--- src/rtl/pbs_pkg.sv ---
package pbs_pkg;

  typedef enum logic [2:0] {
    S_RESET    = 3'd0,
    S_INIT_G1  = 3'd1,
    S_OPEN_G1  = 3'd2,
    S_DATA_G1  = 3'd3,
    S_RSWITCH  = 3'd4,
    S_OPEN_G2  = 3'd5,
    S_DATA_G2  = 3'd6
  } seq_state_t;

  localparam logic [1:0] PD_P0 = 2'b00;
  localparam logic [1:0] PD_P1 = 2'b10;

  typedef struct packed {
    logic       gen2;
    logic [1:0] pd;
    logic       eidle;
    logic       pat;
    logic       rdy;
  } ctl_t;

  function automatic ctl_t decode_ctl(seq_state_t s);
    ctl_t c;
    c = '{gen2: 1'b0, pd: PD_P1, eidle: 1'b1, pat: 1'b0, rdy: 1'b0};
    case (s)
      S_OPEN_G1: c = '{gen2: 1'b0, pd: PD_P0, eidle: 1'b0, pat: 1'b0, rdy: 1'b0};
      S_DATA_G1: c = '{gen2: 1'b0, pd: PD_P0, eidle: 1'b0, pat: 1'b1, rdy: 1'b0};
      S_RSWITCH: c = '{gen2: 1'b1, pd: PD_P1, eidle: 1'b1, pat: 1'b0, rdy: 1'b0};
      S_OPEN_G2: c = '{gen2: 1'b1, pd: PD_P0, eidle: 1'b0, pat: 1'b0, rdy: 1'b0};
      S_DATA_G2: c = '{gen2: 1'b1, pd: PD_P0, eidle: 1'b0, pat: 1'b1, rdy: 1'b1};
      default:   c = '{gen2: 1'b0, pd: PD_P1, eidle: 1'b1, pat: 1'b0, rdy: 1'b0};
    endcase
    return c;
  endfunction

endpackage

--- src/rtl/pbs_in_reg.sv ---
module pbs_in_reg #(
  parameter int LANES  = 4,
  parameter int SYNC_W = 8
) (
  input  logic              clk,
  input  logic              rst,
  input  logic [LANES-1:0]  phy_status_i,
  input  logic [SYNC_W-1:0] rx_sync_i,
  output logic [LANES-1:0]  phy_q,
  output logic [SYNC_W-1:0] sync_q
);

  for (genvar g = 0; g < LANES; g++) begin : g_phy
    always_ff @(posedge clk) begin
      if (rst) phy_q[g] <= 1'b0;
      else     phy_q[g] <= phy_status_i[g];
    end
  end

  for (genvar g = 0; g < SYNC_W; g++) begin : g_sync
    always_ff @(posedge clk) begin
      if (rst) sync_q[g] <= 1'b0;
      else     sync_q[g] <= rx_sync_i[g];
    end
  end

endmodule

--- src/rtl/pbs_phase_cnt.sv ---
module pbs_phase_cnt #(
  parameter int CNT_W = 9
) (
  input  logic             clk,
  input  logic             rst,
  input  logic             clr,
  output logic [CNT_W-1:0] cnt
);

  localparam logic [CNT_W-1:0] CNT_MAX = '1;

  always_ff @(posedge clk) begin
    if (rst || clr)         cnt <= '0;
    else if (cnt != CNT_MAX) cnt <= cnt + 1'b1;
  end

  AST_CNT_CLEAR: assert property (@(posedge clk) disable iff (rst)
    clr |=> (cnt == '0));

  AST_CNT_PINNED: assert property (@(posedge clk) disable iff (rst)
    (cnt == CNT_MAX && !clr) |=> (cnt == CNT_MAX));

endmodule

--- src/rtl/pbs_fsm.sv ---
module pbs_fsm
  import pbs_pkg::*;
#(
  parameter int              LANES  = 4,
  parameter int              SYNC_W = 8,
  parameter int              CNT_W  = 9,
  parameter logic [CNT_W-1:0] WIN_LO = 9'h051,
  parameter logic [CNT_W-1:0] WIN_HI = 9'h164
) (
  input  logic              clk,
  input  logic              rst,
  input  logic [LANES-1:0]  phy_q,
  input  logic [SYNC_W-1:0] sync_q,
  input  logic [CNT_W-1:0]  cnt,
  output seq_state_t        state,
  output seq_state_t        state_nx,
  output logic              chg
);

  localparam logic [LANES-1:0]  PHY_ALL  = '1;
  localparam logic [SYNC_W-1:0] SYNC_ALL = '1;

  logic in_win, locked, phy_idle, phy_ack;

  assign in_win   = (cnt >= WIN_LO) && (cnt <= WIN_HI);
  assign locked   = (sync_q == SYNC_ALL);
  assign phy_idle = (phy_q == '0);
  assign phy_ack  = (phy_q == PHY_ALL);

  always_comb begin
    state_nx = state;
    if (rst) begin
      state_nx = S_RESET;
    end else begin
      case (state)
        S_RESET:   state_nx = S_INIT_G1;
        S_INIT_G1: if (phy_idle)         state_nx = S_OPEN_G1;
        S_OPEN_G1: if (in_win && locked) state_nx = S_DATA_G1;
        S_DATA_G1: if (cnt == WIN_HI)    state_nx = S_RSWITCH;
        S_RSWITCH: if (phy_ack)          state_nx = S_OPEN_G2;
        S_OPEN_G2: if (in_win && locked) state_nx = S_DATA_G2;
        S_DATA_G2: state_nx = S_DATA_G2;
        default:   state_nx = S_RESET;
      endcase
    end
  end

  assign chg = (state_nx != state);

  always_ff @(posedge clk) begin
    state <= state_nx;
  end

  AST_INIT_WAIT: assert property (@(posedge clk) disable iff (rst)
    (state == S_INIT_G1 && phy_q != '0) |=> (state == S_INIT_G1));

  AST_OPEN_GATED: assert property (@(posedge clk) disable iff (rst)
    ((state == S_OPEN_G1 || state == S_OPEN_G2) &&
     (cnt < WIN_LO || cnt > WIN_HI || sync_q != SYNC_ALL))
    |=> (state == $past(state)));

  AST_RSWITCH_WAIT: assert property (@(posedge clk) disable iff (rst)
    (state == S_RSWITCH && phy_q != PHY_ALL) |=> (state == S_RSWITCH));

  AST_DATA_G2_TERMINAL: assert property (@(posedge clk) disable iff (rst)
    (state == S_DATA_G2) |=> (state == S_DATA_G2));

endmodule

--- src/rtl/pbs_out_reg.sv ---
module pbs_out_reg
  import pbs_pkg::*;
(
  input  logic       clk,
  input  seq_state_t state_nx,
  output ctl_t       ctl
);

  always_ff @(posedge clk) begin
    ctl <= decode_ctl(state_nx);
  end

endmodule

--- src/rtl/pipe_bringup_seq.sv ---
module pipe_bringup_seq
  import pbs_pkg::*;
#(
  parameter int               LANES  = 4,
  parameter int               SYNC_W = 8,
  parameter int               CNT_W  = 9,
  parameter logic [CNT_W-1:0] WIN_LO = 9'h051,
  parameter logic [CNT_W-1:0] WIN_HI = 9'h164
) (
  input  logic              clk,
  input  logic              rst,
  input  logic [LANES-1:0]  phy_status_i,
  input  logic [SYNC_W-1:0] rx_sync_i,
  output logic              rate_gen2,
  output logic [1:0]        pd_state,
  output logic              tx_elec_idle,
  output logic              tx_pattern_sel,
  output logic              mgmt_ready
);

  logic [LANES-1:0]  phy_q;
  logic [SYNC_W-1:0] sync_q;
  logic [CNT_W-1:0]  cnt;
  logic              chg;
  seq_state_t        state, state_nx;
  ctl_t              ctl;

  pbs_in_reg #(.LANES(LANES), .SYNC_W(SYNC_W)) u_in (
    .clk(clk), .rst(rst),
    .phy_status_i(phy_status_i), .rx_sync_i(rx_sync_i),
    .phy_q(phy_q), .sync_q(sync_q)
  );

  pbs_phase_cnt #(.CNT_W(CNT_W)) u_cnt (
    .clk(clk), .rst(rst), .clr(chg), .cnt(cnt)
  );

  pbs_fsm #(
    .LANES(LANES), .SYNC_W(SYNC_W), .CNT_W(CNT_W),
    .WIN_LO(WIN_LO), .WIN_HI(WIN_HI)
  ) u_fsm (
    .clk(clk), .rst(rst), .phy_q(phy_q), .sync_q(sync_q), .cnt(cnt),
    .state(state), .state_nx(state_nx), .chg(chg)
  );

  pbs_out_reg u_out (
    .clk(clk), .state_nx(state_nx), .ctl(ctl)
  );

  assign rate_gen2      = ctl.gen2;
  assign pd_state       = ctl.pd;
  assign tx_elec_idle   = ctl.eidle;
  assign tx_pattern_sel = ctl.pat;
  assign mgmt_ready     = ctl.rdy;

  AST_PATTERN_IN_DATA: assert property (@(posedge clk) disable iff (rst)
    tx_pattern_sel |-> (state == S_DATA_G1 || state == S_DATA_G2));

  AST_READY_IN_G2: assert property (@(posedge clk) disable iff (rst)
    mgmt_ready |-> (state == S_DATA_G2 && rate_gen2 && pd_state == PD_P0
                    && !tx_elec_idle));

  AST_RESET_OUTPUTS: assert property (@(posedge clk)
    rst |=> (!rate_gen2 && pd_state == PD_P1 && tx_elec_idle
             && !tx_pattern_sel && !mgmt_ready));

endmodule

--- config.mk ---
export PLATFORM = sky130hd
export DESIGN_NAME = pipe_bringup_seq
export DESIGN_NICKNAME = d
export VERILOG_FILES = /design/src/rtl/pbs_pkg.sv /design/src/rtl/pbs_in_reg.sv /design/src/rtl/pbs_phase_cnt.sv /design/src/rtl/pbs_fsm.sv /design/src/rtl/pbs_out_reg.sv /design/src/rtl/pipe_bringup_seq.sv
export SDC_FILE = /design/constraint.sdc
export NUM_CORES = 1
export LEC_CHECK = 0
export BUFFER_PORTS_ARGS = -buffer_cell sky130_fd_sc_hd__buf_2
export CAP_MARGIN = 25
export CORE_ASPECT_RATIO = 0.9
export CORE_MARGIN = 2
export CORE_UTILIZATION = 25
export CTS_CLUSTER_DIAMETER = 100
export DETAILED_ROUTE_END_ITERATION = 8
export MAX_ROUTING_LAYER = met4
export PLACE_DENSITY = 0.45
export REMOVE_ABC_BUFFERS = 1
export SKIP_CTS_REPAIR_TIMING = 1
export SYNTH_ARGS = -nofsm -noshare
export SYNTH_HDL_FRONTEND = slang
export SYNTH_SLANG_ARGS = --single-unit
--- constraint.sdc ---
create_clock -name clk -period 2.27 [get_ports clk]
set_input_delay 0.1135 -clock clk [delete_from_list [all_inputs] [get_ports clk]]
set_output_delay 0.1135 -clock clk [all_outputs]
set_load 0.05 [all_outputs]
Yosys cells after proc, flatten, opt, wreduce, memory -nomap -nowiden
Index checks and enable logic that the tools add are counted.
Widths: inputs -> output; s select.
{"block": "op_classes", "muxes": 8, "reduce_logical": 5, "n_lt_le_gt_ge": 2, "eq_ne": 16, "addsub": 1}
{"op": "$pmux 6 s5", "n": 1}
{"op": "$pmux 3 s7", "n": 1}
{"op": "$eq 3x3->1 const B", "n": 6}
{"op": "$mux 3", "n": 6}
{"op": "$eq 3x2->1 const B", "n": 4}
{"op": "$add 9x1->9 const B", "n": 1}
{"op": "$eq 9x9->1 const B", "n": 1}
{"op": "$ge 9x7->1 const B", "n": 1}
{"op": "$le 9x9->1 const B", "n": 1}
{"op": "$ne 9x9->1 const B", "n": 1}
{"op": "$eq 8x8->1 const B", "n": 1}
{"op": "$eq 4x4->1 const B", "n": 1}
{"op": "$logic_not 4->1", "n": 1}
{"op": "$eq 3x1->1 const B", "n": 1}
{"op": "$logic_not 3->1", "n": 1}
{"op": "$ne 3x3->1", "n": 1}
{"op": "$logic_and 1x1->1", "n": 2}
{"op": "$logic_or 1x1->1", "n": 1}
{"block": "totals", "register_bits": 30, "out_inout_bits": 6, "word_cells": 51}

Longest topological paths before layout
Gate-level depths: netlist (run 1).
{"block": "logic_depth", "depth_word": 8, "mapped_depth": 10}

Hierarchy
A second synthesis (run 1) with hierarchy kept.
{"block": "unflattened", "cells_unflattened": 129, "area_unflattened_um2": 1270.0}
{"module": "pbs_phase_cnt", "n_inst": 1, "seq_area_each_um2": 180.2, "area_each_um2": 420.4, "cells_each": 44}
{"module": "pbs_in_reg", "n_inst": 1, "seq_area_each_um2": 240.2, "area_each_um2": 366.6, "cells_each": 25}
{"module": "pbs_fsm", "n_inst": 1, "seq_area_each_um2": 60.1, "area_each_um2": 341.6, "cells_each": 46}
{"module": "pbs_out_reg", "n_inst": 1, "seq_area_each_um2": 80.1, "area_each_um2": 141.4, "cells_each": 14}

Worst setup path before layout (run 1)
OpenSTA, ideal clock, no wires.
{"block": "synth_timing", "kind": "register -> register", "from": "register u_cnt.cnt[0]", "to": "register u_cnt.cnt[7]", "path_slack_ns": 0.424, "period_less_slack_ns": 1.846, "path_stages_with_launch": 11, "path_buffers": 1, "t_arrival_ns": 1.716, "setup_ns": 0.130, "cell_sequence": "dfxtp_1 > ha_1 > nand3_1 > nor2_1 > ha_1 > clkbuf_1 > nand4b_1 > nor2_1 > and3_1 > xnor2_1 > nor2_1"}
{"block": "synth_between", "elab_chain_len": 8, "word_cells_on_any_way": 14}
{"item": "start, declared", "line": "pbs_phase_cnt.sv:7", "rtl": "output logic [CNT_W-1:0] cnt"}
{"item": "start signal, assigned", "line": "pbs_phase_cnt.sv:14", "rtl": "else if (cnt != CNT_MAX) cnt <= cnt + 1'b1;"}
{"item": "$ge 9x7->1 / $le 9x9->1 (equally long branches)", "line": "pbs_fsm.sv:25", "rtl": "assign in_win = (cnt >= WIN_LO) && (cnt <= WIN_HI);"}
{"item": "$logic_and 1x1->1", "line": "pbs_fsm.sv:25"}
{"item": "$logic_and 1x1->1", "line": "pbs_fsm.sv:38, pbs_fsm.sv:41"}
{"item": "$mux 3, on equally long branches", "line": "pbs_fsm.sv:41, pbs_fsm.sv:38"}
{"item": "$pmux 3 s7", "line": "pbs_fsm.sv:35", "rtl": "case (state)"}
{"item": "$mux 3", "line": "pbs_fsm.sv:32", "rtl": "if (rst) begin"}
{"item": "$ne 3x3->1", "line": "pbs_fsm.sv:48", "rtl": "assign chg = (state_nx != state);"}
{"item": "$logic_or 1x1->1", "line": "pbs_phase_cnt.sv:13", "rtl": "if (rst || clr) cnt <= '0;"}
Several ways; a longest one is shown, not always the timed one.
A chain may end at the register's enable or synchronous reset.

Worst setup path in the final report (run 1)
{"block": "layout_timing", "from": "register u_cnt.cnt[0]", "to": "register u_cnt.cnt[1]"}
The elaborated chain is that of the path after synthesis.

==> impl_metrics.py, run 1 <==
metrics = {
    "worst_setup_path": {
        "crit_chain": "inv_1 -> ha_1 -> nand4b_1 -> nor3_1 -> nor4_1 -> o311ai_4 -> nor2_1",
        "criticalPathCategory": "reg -> reg",
        "cp.buffers_inverters": 1,
        "crit_arrival_ps": 2170,
        "crit_family": "simple AND/OR/NAND/NOR gates",
        "critPathMaxFanout": 9,
        "critPathMaxStageDelay_ps": 480,
        "cp-end-kind": "register",
        "startpoint_type": "register",
        "required_ps": 2470,
        "cp_slowest_cell": "nor4_1",
    },
    "pwr": {
        "p_leak_nw": 0.539,
        "p_per_area_nw_per_um2": 628,
        "ir_drop_mv": 0.265,
    },
    "status": {
        "status": "finished, final reports clean",
    },
    "global_route": {
        "antenna_found_initial": 0,
        "grt_max_degree": 16,
        "overflow": 0,
        "grt_use_total": 0.0947,
        "grt_pass1_wl_mm": 4.04,
        "grt_pass1_vias": 912,
    },
    "logic_synthesis": {
        "synthCells": 130,
        "syn_area_um2": 1260,
        "synth_seq_cells": 28,
        "yosys.area_share.simple": 0.281,
        "muxShareOfSynthArea": 0.0158,
        "ys.flop_type": "dfxtp_1",
        "yosys.area_share.adder": 0.0396,
        "synth_compound_area_frac": 0.123,
        "ys_seq_area_frac": 0.443,
        "synth_edf_count": 0,
        "async_flop_share": 0,
        "synth.distinct_cells": 45,
        "ys_warn_count": 0,
        "synth_top_family_by_area": "simple AND/OR/NAND/NOR gates",
        "synth_xor_area_frac": 0.0485,
        "synth.avg_cell_area_um2": 9.73,
    },
    "sta": {
        "fmax_mhz": 509,
        "tns_ps": 0,
        "slew_headroom": 0.628,
        "rsz0062_at_grt": "no",
        "period_needed_ps": 1960,
        "period_share": 0.865,
        "skew_ps": 10.3,
        "finalSetupViolCount": 0,
        "tightest_slew_ps": 553,
        "worst_slack_ps": 306,
        "drv_slew": 0,
        "final-hold-violation-count": 0,
    },
    "cts": {
        "cts_buffers": 3,
        "clockBufferDepth": 2,
        "cts_tree": "yes",
        "clk_latency_ps": 270,
        "clockRootBuffer": "clkbuf_8",
        "htreeDepth": 1,
        "path_clk_slew_ps": 100,
        "clkSinkCount": 28,
    },
    "die": {
        "die_width_um": 79.0,
        "die_y_um": 71.5,
        "initial_utilization": 0.260,
        "ios": 20,
        "core_area_um2": 4860,
        "rows": 24,
        "die-area_um2": 5650,
    },
    "job": {
        "drv_cap": 0,
    },
    "drt": {
        "drcViolationCount": 0,
        "dr_total_vias": 976,
        "wirelength_mm": 2.43,
        "drt_iter0_drc": 60,
        "routedWlPerCell_um": 11.6,
        "via_per_inst": 4.67,
        "drtPass1Iterations": 4,
        "postRouteAntennaNets": 0,
    },
    "place": {
        "dpl_worst_slack_ps": 270,
        "gp_congestion": 0.826,
        "dp_hpwl_mm": 1.90,
        "portBuffers": 18,
    },
    "finish": {
        "drive_gt1_frac": 0.201,
        "n_fill_cell": 526,
        "final_common_cell": "dfxtp_1",
        "fin_nets": 164,
        "antenna_cells": 0,
        "final_cell_mix": "dfxtp_1 (28), buf_2 (18), nor2_1 (16)",
        "area_delta_synth_final_pct": 13.4,
    },
    "hold_path": {
        "hp-class": "in -> reg",
    },
}
sequential cells by signal, indices dropped and copies added (netlist names):
register and cells:
u_cnt.cnt 9, u_fsm.state 3, u_in.phy_q 4, u_in.sync_q 8, u_out.ctl 4
cell usage after synthesis, types with 2 or more instances:
master / n / area, um^2
dfxtp_1: 28 / 561
inv_1: 4 / 15.0
clkbuf_1: 2 / 7.51
a21oi_1: 2 / 10.0
nand4b_1: 3 / 26.3
nor4_1: 2 / 12.5
ha_1: 4 / 50.1
nand4_1: 4 / 25.0
nand3_1: 5 / 25.0
o21ai_0: 2 / 10.0
nor2_1: 16 / 60.1
nor2b_1: 13 / 81.3
xor2_1: 3 / 26.3
nand2_1: 3 / 11.3
and3_1: 2 / 12.5
buf_2: 2 / 10.0
xnor2_1: 4 / 35.0
mux2i_1: 2 / 20.0
nor3_1: 2 / 10.0
buf_4: 2 / 15.0
power breakdown:
part	internal, mW	switching (mW)
clock	0.119	0.150
combinational	0.0410	0.0598
sequential	0.513	0.0182
cell families after synthesis:
kind of cell               Yosys count
other                                1
buffers and inverters               11
muxes                                2
AOI/OAI and AO/OA                   16
DFF                                 28
adders and majority gates            4
xor gates and xnor gates             7
and+or+nand+nor                     61
stage by stage:
step	hold slack (ps)	cell area [um^2]	cells	util	power, mW
2_1_floorplan	185	1220	123	-	0.609
3_3_place_gp	323	1390	206	0.286	0.641
3_5_place_dp	329	1390	206	0.286	0.644
4_1_cts	43.2	1430	209	0.295	0.907
5_1_grt	36.7	1430	209	0.295	0.944
6_report	39.4	1430	209	0.295	0.900
path summary, 6_finish.rpt:
| check | start | to | slack [ps] | cells after the start |
|---|---|---|---|---|
| setup reg to reg | u_cnt.cnt[0]$_SDFFE_PP0P_ | u_cnt.cnt[1]$_SDFFE_PP0P_ | 310 | 7 |
| hold reg to reg | u_cnt.cnt[1]$_SDFFE_PP0P_ | u_cnt.cnt[1]$_SDFFE_PP0P_ | 600 | 2 |
| hold / removal | phy_status_i[0] | u_in.phy_q[0]$_SDFF_PP0_ | 40 | 2 |
| setup / recovery | u_cnt.cnt[0]$_SDFFE_PP0P_ | u_cnt.cnt[1]$_SDFFE_PP0P_ | 310 | 7 |
metal layers:
| metal | up-vias | track usage | wire length (um) |
|---|---|---|---|
| li1 | 486 | - | - |
| met1 | 461 | 0.111 | 1030 |
| met2 | 25 | 0.149 | 1240 |
| met3 | 4 | 0.0252 | 110 |
| met4 | 0 | 0.0517 | 59 |
| met5 | - | - | 0 |
layout make-up:
| type | count | area, um^2 | area share |
|---|---|---|---|
| tap | 65 | 81.3 | 0.0567 |
| timing repair buffer | 18 | 90.1 | 0.0628 |
| sequential | 28 | 561 | 0.391 |
| clock buffer | 3 | 41.3 | 0.0288 |
| inverter | 4 | 15.0 | 0.0105 |
| multi-input combinational | 91 | 646 | 0.450 |
worst reg2reg max path: stages (launching register included):
cell and delay (ps):
dfxtp_1 450, inv_1 70, ha_1 220, nand4b_1 150, nor3_1 80, nor4_1 480, o311ai_4 280, nor2_1 170
Power figures use the tool's default switching activity.
==> inputs of run 2 (changes only) <==
--- a/config.mk
+++ b/config.mk
@@ -5,6 +5,7 @@
 export SDC_FILE = /design/constraint.sdc
 export NUM_CORES = 1
 export LEC_CHECK = 0
+export ABC_AREA = 1
 export BUFFER_PORTS_ARGS = -buffer_cell sky130_fd_sc_hd__buf_2
 export CAP_MARGIN = 25
 export CORE_ASPECT_RATIO = 0.9
@@ -12,6 +13,7 @@
 export CORE_UTILIZATION = 25
 export CTS_CLUSTER_DIAMETER = 100
 export DETAILED_ROUTE_END_ITERATION = 8
+export GPL_TIMING_DRIVEN = 0
 export MAX_ROUTING_LAYER = met4
 export PLACE_DENSITY = 0.45
 export REMOVE_ABC_BUFFERS = 1
==> impl_metrics.py, run 2 <==
metrics = {
    "worst_setup_path": {
        "critPathMaxStageDelay_ps": 360,
        "crit_arrival_ps": 1990,
        "critPathMaxFanout": 7,
        "cp.buffers_inverters": 0,
        "critPathLaunch": "u_cnt.cnt[0]$_SDFFE_PP0P_",
        "startpoint_type": "register",
        "crit_chain": "ha_1 -> nand3_1 -> nor3_1 -> ha_1 -> nor2_1 -> nand3_1 -> nor3_1 -> xor2_1 -> nor2_1",
        "cp_slowest_cell": "dfxtp_1",
        "reg2reg_from": "u_cnt.cnt[0]$_SDFFE_PP0P_",
        "criticalPathCategory": "reg -> reg",
        "crit_family": "simple AND/OR/NAND/NOR gates",
        "cp-end-kind": "register",
        "required_ps": 2430,
    },
    "drt": {
        "drt_iter0_drc": 16,
        "dr_total_vias": 1007,
        "via_per_inst": 3.96,
        "drtPass1Iterations": 4,
        "met2_length_um": 844,
        "top_layer_used": "met4",
        "routedWlPerCell_um": 8.39,
        "met3RoutedLength_um": 132,
        "postRouteAntennaNets": 0,
        "drcViolationCount": 0,
        "wl_met1_mm": 1.14,
        "wirelength_mm": 2.13,
    },
    "logic_synthesis": {
        "synth.avg_cell_area_um2": 7.40,
        "synth.distinct_cells": 20,
        "synth_top_area_share": 0.446,
        "ys_warn_count": 0,
        "ys.flop_type": "dfxtp_1",
        "synthTopCellsByCount": "nor2_1 (33), inv_1 (32), dfxtp_1 (28)",
        "ys_seq_area_frac": 0.446,
        "async_flop_share": 0,
        "ys_top_cells_by_area": "dfxtp_1 (45%), nor2_1 (9.9%), inv_1 (9.6%)",
        "synth_seq_cells": 28,
        "yosysMostFrequentCell": "nor2_1",
        "synthCells": 170,
        "syn_area_um2": 1260,
        "synth_area_leader_cell": "dfxtp_1",
        "synth_edf_count": 0,
    },
    "cts": {
        "clockRootBuffer": "clkbuf_8",
        "htreeDepth": 1,
        "clkSinkCount": 28,
        "clk_latency_ps": 270,
        "clockBufferDepth": 2,
        "cts_tree": "yes",
        "path_clk_slew_ps": 90,
        "cts_buffers": 3,
    },
    "global_route": {
        "grt_use_total": 0.0866,
        "overflow": 0,
        "grt_max_degree": 17,
        "grt_pass1_vias": 852,
        "grt_pass1_wl_mm": 3.74,
        "antenna_found_initial": 0,
    },
    "pwr": {
        "p_per_area_nw_per_um2": 711,
        "p_leak_nw": 0.694,
        "ir_drop_mv": 0.281,
    },
    "finish": {
        "area_delta_synth_final_pct": 17.8,
        "final_cell_area_um2": 1480,
        "final_core_util": 0.306,
        "final_common_cell": "nor2_1",
        "drive_gt1_frac": 0.164,
        "reg_top3": "u_cnt.cnt (9), u_in.sync_q (8)",
        "antenna_cells": 0,
        "final_cell_mix": "nor2_1 (33), inv_1 (32), dfxtp_1 (28)",
        "multi_input_area_um2": 558,
        "largest_reg_flops": 9,
        "fin_nets": 208,
        "largest_register": "u_cnt.cnt",
        "seqCellArea_um2": 561,
        "n_fill_cell": 517,
    },
    "die": {
        "die_width_um": 78.8,
        "ios": 20,
        "initial_utilization": 0.260,
        "die_y_um": 71.3,
        "die-area_um2": 5610,
        "core_area_um2": 4830,
        "rows": 24,
    },
    "sta": {
        "fmax_mhz": 547,
        "rsz0062_at_grt": "no",
        "final-hold-violation-count": 0,
        "drv_slew": 0,
        "tns_ps": 0,
        "period_needed_ps": 1830,
        "finalSetupViolCount": 0,
        "period_share": 0.806,
        "skew_ps": 4.72,
    },
    "place": {
        "portBuffers": 18,
        "dpl_cell_area_um2": 1410,
        "dp_hpwl_mm": 1.71,
        "gp_congestion": 0.803,
    },
    "hold_path": {
        "hp-start": "phy_status_i[3]",
        "hp-class": "in -> reg",
    },
    "status": {
        "status": "finished, final reports clean",
    },
    "job": {
        "drv_cap": 0,
    },
}
-- run 2: cell count changes after synthesis, sizes merged, moves of 3 or more --
cell | previous run | this run
buf | 5 | 2
nand3 | 5 | 10
nand2 | 3 | 27
nand4b | 3 | 0
nand4 | 5 | 8
inv | 4 | 32
nor2b | 13 | 0
nor2 | 16 | 36
a21oi | 2 | 7
-- run 2: final timing paths --
check	endpoint	slack, ps	depth (start not counted)
hold / removal	u_in.phy_q[3]$_SDFF_PP0_	40	3
hold reg to reg	u_cnt.cnt[5]$_SDFFE_PP0P_	570	2
setup reg to reg	u_cnt.cnt[7]$_SDFFE_PP0P_	440	9
setup / recovery	u_cnt.cnt[7]$_SDFFE_PP0P_	440	9
-- run 2: report_power, final --
group	leakage, nW	switching, mW	total [mW]	internal [mW]
Sequential	0.230	0.0174	0.534	0.516
Clock	0.0357	0.147	0.383	0.236
Combinational	0.428	0.0884	0.137	0.0484
Total	0.694	0.253	1.05	0.800
-- run 2: per-stage QoR --
stage                     hold WS [ps]  std cells  setup WS (ps)  power (mW)
after floorplan                    185        167            654       0.645
after global placement             320        250            430       0.685
after detailed placement           319        250            433       0.684
after CTS                         29.0        254            409        1.07
after global routing              27.4        254            178        1.11
final                             37.2        254            441        1.05
-- run 2: area by class of cell --
class                           instances  area share
Timing Repair Buffer                   18      0.0608
Clock inverter                          1      0.0203
Sequential cell                        28       0.378
Inverter                               32      0.0811
Clock buffer                            3      0.0279
Tap cell                               65      0.0549
Multi-Input combinational cell        107       0.377
-- run 2: cells by family (layout without fill, tap and decap cells) --
| family | after synthesis | count (layout) | share of synthesized area |
|---|---|---|---|
| xor gates and xnor gates | 7 | 7 | 0.0488 |
| buffers and inverters | 35 | 54 | 0.110 |
| and+or+nand+nor | 84 | 84 | 0.305 |
| other | 1 | 1 | 0.00298 |
| AOI/OAI and AO/OA | 11 | 11 | 0.0468 |
| adders and majority gates | 4 | 4 | 0.0398 |
| DFF | 28 | 28 | 0.446 |
-- run 2: per-layer routing --
layer  up-vias  global-route usage
met4         0              0.0234
met2        24               0.126
met1       425               0.115
li1        556                   -
met5         -                   -
met3         2              0.0302
-- run 2: worst reg2reg max path: cells and delay by family (launching register included) --
family	cells	cell delay, ps
xor+xnor	1	160
fa+ha+maj	2	510
flops	1	360
simple gates	6	690
